[config.mk]
export PLATFORM = sky130hd
export DESIGN_NAME = pmbus_addr_match
export DESIGN_NICKNAME = d
export VERILOG_FILES = /design/src/rtl/pmbus_addr_match.sv
export SDC_FILE = /design/constraint.sdc
export NUM_CORES = 1
export LEC_CHECK = 0
export ABC_AREA = 1
export BUFFER_PORTS_ARGS = -buffer_cell sky130_fd_sc_hd__buf_2
export CORE_UTILIZATION = 47
export DETAILED_ROUTE_END_ITERATION = 16
export PLACE_DENSITY = 0.72
export SYNTH_ARGS = -nofsm -noshare
export SYNTH_HDL_FRONTEND = slang
export SYNTH_SLANG_ARGS = --single-unit
[constraint.sdc]
create_clock -name clk -period 1.64 [get_ports clk]
set_input_delay 0.246 -clock clk [delete_from_list [all_inputs] [get_ports clk]]
set_output_delay 0.246 -clock clk [all_outputs]
set_load 0.02 [all_outputs]
[src/rtl/pmbus_addr_match.sv]
module pmbus_addr_match #(
  parameter logic [7:0] DEV_RST  = 8'h40,
  parameter logic [6:0] GLB_A    = 7'h5A,
  parameter logic [6:0] GLB_B    = 7'h5B,
  parameter logic [7:0] OFF_CODE = 8'h80
) (
  input  logic       clk,
  input  logic       rst_n,
  input  logic       addr_stb,
  input  logic [7:0] addr_byte,
  input  logic       dev_wr,
  input  logic [7:0] dev_wdata,
  input  logic       page_wr,
  input  logic [7:0] page_wdata,
  input  logic       rail_wr,
  input  logic [7:0] rail_wdata,
  input  logic [3:0] asel_hi,
  input  logic [4:0] asel_lo,
  output logic       hit,
  output logic [1:0] hit_kind,
  output logic [1:0] ch_mask,
  output logic       cml_fault
);
  localparam int NCH = 2;
  localparam logic [7:0] PAGE_ALL = 8'hFF;

  logic [7:0] dev_q;
  logic [7:0] page_q;
  logic [7:0] rail_q [NCH];
  logic [NCH-1:0] rail_hit;

  wire [6:0] rx_addr  = addr_byte[7:1];
  wire       rx_read  = addr_byte[0];
  wire       page_ok  = (page_wdata == 8'h00) || (page_wdata == 8'h01) || (page_wdata == PAGE_ALL);
  wire [6:0] eff_addr = {asel_hi[3] ? dev_q[6:4] : asel_hi[2:0],
                         asel_lo[4] ? dev_q[3:0] : asel_lo[3:0]};
  wire       glb_hit  = (rx_addr == GLB_A) || (rx_addr == GLB_B);
  wire       dev_hit  = (dev_q != OFF_CODE) && (rx_addr == eff_addr);

  always_ff @(posedge clk) begin
    if (!rst_n) begin
      dev_q  <= DEV_RST;
      page_q <= 8'h00;
    end else begin
      if (dev_wr)            dev_q  <= dev_wdata;
      if (page_wr && page_ok) page_q <= page_wdata;
    end
  end

  for (genvar c = 0; c < NCH; c++) begin : g_rail
    always_ff @(posedge clk) begin
      if (!rst_n)
        rail_q[c] <= OFF_CODE;
      else if (rail_wr && (page_q == 8'(c) || page_q == PAGE_ALL))
        rail_q[c] <= rail_wdata;
    end
    assign rail_hit[c] = (rail_q[c] != OFF_CODE) && (rail_q[c][6:0] == rx_addr);
  end

  always_ff @(posedge clk) begin
    if (!rst_n || !addr_stb) begin
      hit       <= 1'b0;
      hit_kind  <= 2'b00;
      ch_mask   <= '0;
      cml_fault <= 1'b0;
    end else if (glb_hit) begin
      hit       <= 1'b1;
      hit_kind  <= 2'b01;
      ch_mask   <= '1;
      cml_fault <= 1'b0;
    end else if (dev_hit) begin
      hit       <= 1'b1;
      hit_kind  <= 2'b10;
      ch_mask   <= '1;
      cml_fault <= 1'b0;
    end else if (|rail_hit) begin
      hit       <= 1'b1;
      hit_kind  <= 2'b11;
      ch_mask   <= rail_hit;
      cml_fault <= rx_read;
    end else begin
      hit       <= 1'b0;
      hit_kind  <= 2'b00;
      ch_mask   <= '0;
      cml_fault <= 1'b0;
    end
  end
endmodule


Word-level counts from Yosys, hierarchy flattened

Memories as Yosys holds them, arrays and structs flattened.
Index checks and enable logic that the tools add are counted.

Word-level logic and storage cells: 62
Output and inout port bits: 6
Register bits: 22
Memories: 1
Bits in writable memories: 16

Memory list:

| memory | depth | width | rd ports | clocked after memory_dff | wr ports | RTL line | text |
|---|---|---|---|---|---|---|---|
| rail_q | 2     | 8     | 2        | 0                        | 2        | 29       | `logic [7:0] rail_q [NCH];` |

Muxes and demuxes: 20
Bitwise gates (word level): 3
Eq/ne operators: 12
Reductions and logical operators: 19

Operators with widths:

| operator                                            | number |
|---|---|
| != test 8 bit, second input constant                | 3 |
| equality test 7 bit                                 | 3 |
| equality test 8 x 1 -> 1 bit, second input constant | 2 |
| equality test 8 bit, second input constant          | 2 |
| logical NOT 8 bit                                   | 2 |
| 2-to-1 mux 8 bit                                    | 2 |
| equality test 7 bit, second input constant          | 2 |
| 2-to-1 mux 1 bit                                    | 11 |
| 2-to-1 mux 2 bit                                    | 5 |
| logical AND 1 bit                                   | 6 |
| logical OR 1 bit                                    | 6 |
| 2-to-1 mux 4 bit                                    | 1 |
| OR reduction 2 bit                                  | 2 |
| OR reduction 4 bit                                  | 1 |
| 2-to-1 mux 3 bit                                    | 1 |
| logical NOT 1 bit                                   | 2 |
| OR 1 bit                                            | 2 |
| inverter 1 bit                                      | 1 |

Logic depth before layout (Yosys ltp)

Word-level depth: 7
Depth in mapped cells: 12

Least setup slack after synthesis

No wires, ideal clock.

Path kind: flip-flop to flip-flop
From: reg page_q[0]
To: mem rail_q[0][0], enable pin
Path buffers: 0
Cell stages (with the launch flop): 7
Slack: 0.226 ns
Required time: 1.311 ns
Period minus slack after synthesis: 1.414 ns
Data arrival time: 1.085 ns
Cell sequence: dfxtp_1 > inv_1 > nor4_1 > nand2_1 > o21ai_2 > nand2_1 > nand2_1

RTL lines:

| item                     | RTL line | text |
|---|---|---|
| start: declaration       | 28       | `logic [7:0] page_q;` |
| start signal: assignment | 46       | `if (page_wr && page_ok) page_q <= page_wdata;` |
| end: declaration         | 29       |  |

==> flow_metrics.py <==
metrics = {
    "synthesis": {
        "synthesis.nets": 351,
        "netlist_instances": 304,
        "synth_mux_area_frac": 0,
        "synthesis.area_per_instance_sq_um": 6.78,
        "synth_xor_xnor_area_share": 0.0212,
        "post_synth_and_or_nand_nor_area_fraction": 0.366,
        "synth_edf_count": 16,
        "post_synthesis_register_bit_count": 38,
        "synth_compound_gate_area_share": 0.0661,
        "synthesis.yosys.warnings": 0,
        "ys_seq_area_frac": 0.447,
        "ys_dominant_reg_cell": "sky130_fd_sc_hd__dfxtp_1",
        "main_combinational_cell_family_by_area_after_synthesis": "simple AND/OR/NAND/NOR gates",
        "synth_fa_ha_area_frac": 0,
        "ys_async_sr_fraction": 0,
        "synth.cell_area_sq_um": 2060,
        "yosys.cell_types.count": 21,
    },
    "cts": {
        "cts_sinks": 38,
        "cts.hold.buffers_added": 0,
        "cts_root_buf": "sky130_fd_sc_hd__clkbuf_8",
        "cts_made_buffers": 5,
        "clk_path_buf_depth": 2,
        "post_cts_resized": 0,
        "path_clk_slew_ps": 80,
        "ctsHtreeMaxLevel": 2,
        "tritoncts": "done",
        "post-cts-setup-buffers": 0,
        "later_pin_clock_latency_in_the_skew_report_ps": 300,
    },
    "pwr": {
        "power_per_standard_cell_area_nw_per_um2": 911,
        "power.static_leakage_nw": 1.31,
        "peakVddDrop_uv": 613,
    },
    "critical_path": {
        "critical_path_s_largest_stage_delay_ps": 330,
        "critPathMostFrequentCell": "sky130_fd_sc_hd__nand2_1",
        "critPathRequiredTime_ps": 1630,
        "element_type_at_the_critical_path_start": "flip-flop",
        "path_buf_inv": 1,
        "timing.critical_path.cells": "inv_1 -> nor4_1 -> nand2_1 -> o21ai_2 -> nand2_1 -> nand2_2",
        "slowest_stage_cell_crit_path": "sky130_fd_sc_hd__dfxtp_1",
        "path_max_fanout": 8,
        "crit_arrival_ps": 1480,
        "timing_worst_setup_path_type": "reg2reg",
        "timing.critical_path.max_delay_family": "simple AND/OR/NAND/NOR gates",
        "critical_path_sink_type": "flip-flop",
    },
    "cells_and_area": {
        "drive_above_1_share": 0.204,
        "final_cell_count_no_fill": 412,
        "mostFrequentLayoutCells": "sky130_fd_sc_hd__nand2_1, sky130_fd_sc_hd__nor2_1, sky130_fd_sc_hd__buf_2",
        "antenna-diode-count": 0,
        "number_of_nets_in_the_final_layout": 408,
        "synthToLayoutAreaGrowth_pct": 22.2,
        "final_common_cell": "sky130_fd_sc_hd__nand2_1",
        "fin_util": 0.612,
    },
    "global_routing": {
        "grt_max_degree": 18,
        "initial_antenna_violation_count": 0,
        "grt_first_pass_wirelength_mm": 7.11,
        "via_count_of_the_first_global_routing_pass": 1739,
        "globalRouteTotalUtil": 0.210,
        "overflow": 0,
    },
    "die": {
        "io-pin-count": 53,
        "floorplan.initialDensity": 0.501,
        "die_y_um": 68.2,
        "die_area_sq_um": 4660,
        "fp.dieW_um": 68.2,
        "placementRows": 23,
        "core_area_sq_um": 4120,
    },
    "place": {
        "hpwl_mm": 3.28,
        "placement.io_buffers": 52,
        "globalplace.congestion": 0.796,
        "dp.cells": 404,
    },
    "outcome": {
        "status": "complete, no violations",
    },
    "sta": {
        "fin_worst_hold_slack_ps": 155,
        "grt_setup_unrepaired": "no",
        "worst_pin_slew_ps": 347,
        "finalHoldViolations": 0,
        "timing_max_transition_violations_final": 0,
        "max_clock_freq_mhz": 669,
        "timing.clock.skew_ps": 8.81,
        "final_min_period_over_clock_period": 0.911,
        "finalSetupViolCount": 0,
        "totalNegativeSetupSlack_ps": 0,
        "minimum_clock_period_after_layout_ps": 1490,
        "max_slew_margin": 0.769,
    },
    "drt": {
        "number_of_vias_per_cell": 4.71,
        "drtIter0Drc": 68,
        "ant_nets": 0,
        "detail_route.first_pass.iterations": 4,
        "wl_mm": 4.15,
        "drc_violation_count_after_routing": 0,
        "dr_total_vias": 1941,
        "wire_length_per_cell_um": 10.1,
    },
    "flow_run": {
        "max-cap-violations": 0,
    },
    "hold_path": {
        "worst_hold_path_type": "in2reg",
    },
}
## cells by family after synthesis
group	count (synthesis)
compound gates	25
xor+xnor	5
simple gates	181
flops	38
buf+inv	55
## synth_stat cells, drive strengths merged (2+ instances only)
cell,count,share of area
inv,51,0.093
a21oi,13,0.032
dfxtp,22,0.21
clkbuf,2,0.0036
nand2,91,0.17
clkinv,2,0.0036
nand4,6,0.018
nor4,3,0.0091
nor2,57,0.11
nand3,23,0.061
xnor2,4,0.017
edfxtp,16,0.23
o21ai,12,0.035
## sequential cells by signal, summed over array words and instances (netlist names)
register and count:
ch_mask 2, hit_kind 2, hit 1, dev_q 8, cml_fault 1, page_q 8
rail_q 16
## area by class of cell
class / instances / area, sq um
clock buffer: 5 / 68.8
inverter: 53 / 199
multi-input combinational: 211 / 940
fill: 403 / 1600
tap: 50 / 62.6
timing repair buffer: 52 / 260
sequential: 38 / 921
clock inverter: 3 / 68.8
## metrics by stage
step	total power, mW	setup slack, ps	instance area, sq um
final	2.30	146	2520
after floorplan	1.25	226	2060
after global placement	1.36	90.8	2380
after CTS	2.32	41.7	2510
after detailed placement	1.36	71.5	2380
after global routing	2.40	25.5	2520
## layer usage
layer | up-vias | global-route usage | share of wire
met5 | - | 0 | 0
met4 | 0 | 0.125 | 0.032
met3 | 11 | 0.0500 | 0.054
met2 | 49 | 0.332 | 0.44
met1 | 821 | 0.257 | 0.47
li1 | 1060 | - | -
## worst min-delay path: stages
cell and delay [ps]:
sky130_fd_sc_hd__buf_2 70, sky130_fd_sc_hd__nand2_1 40, sky130_fd_sc_hd__nand3_1 60
## power breakdown
part	switching, mW	leakage (nW)	internal (mW)	total, mW
Clock	0.344	0.0683	0.609	0.953
Sequential	0.0300	0.344	1.02	1.05
Combinational	0.170	0.897	0.118	0.288
Total	0.544	1.31	1.75	2.30
## worst paths after layout
path	start	endpoint	slack, ps	cells after the start
worst max-delay path	page_q[0]	rail_q[1][1]	150	6
worst min register to register	dev_q[7]	dev_q[7]	470	2
worst max register to register	page_q[0]	rail_q[1][1]	150	6
worst min-delay path	dev_wdata[6]	dev_q[6]	160	3
Power figures use the tool's default switching activity.
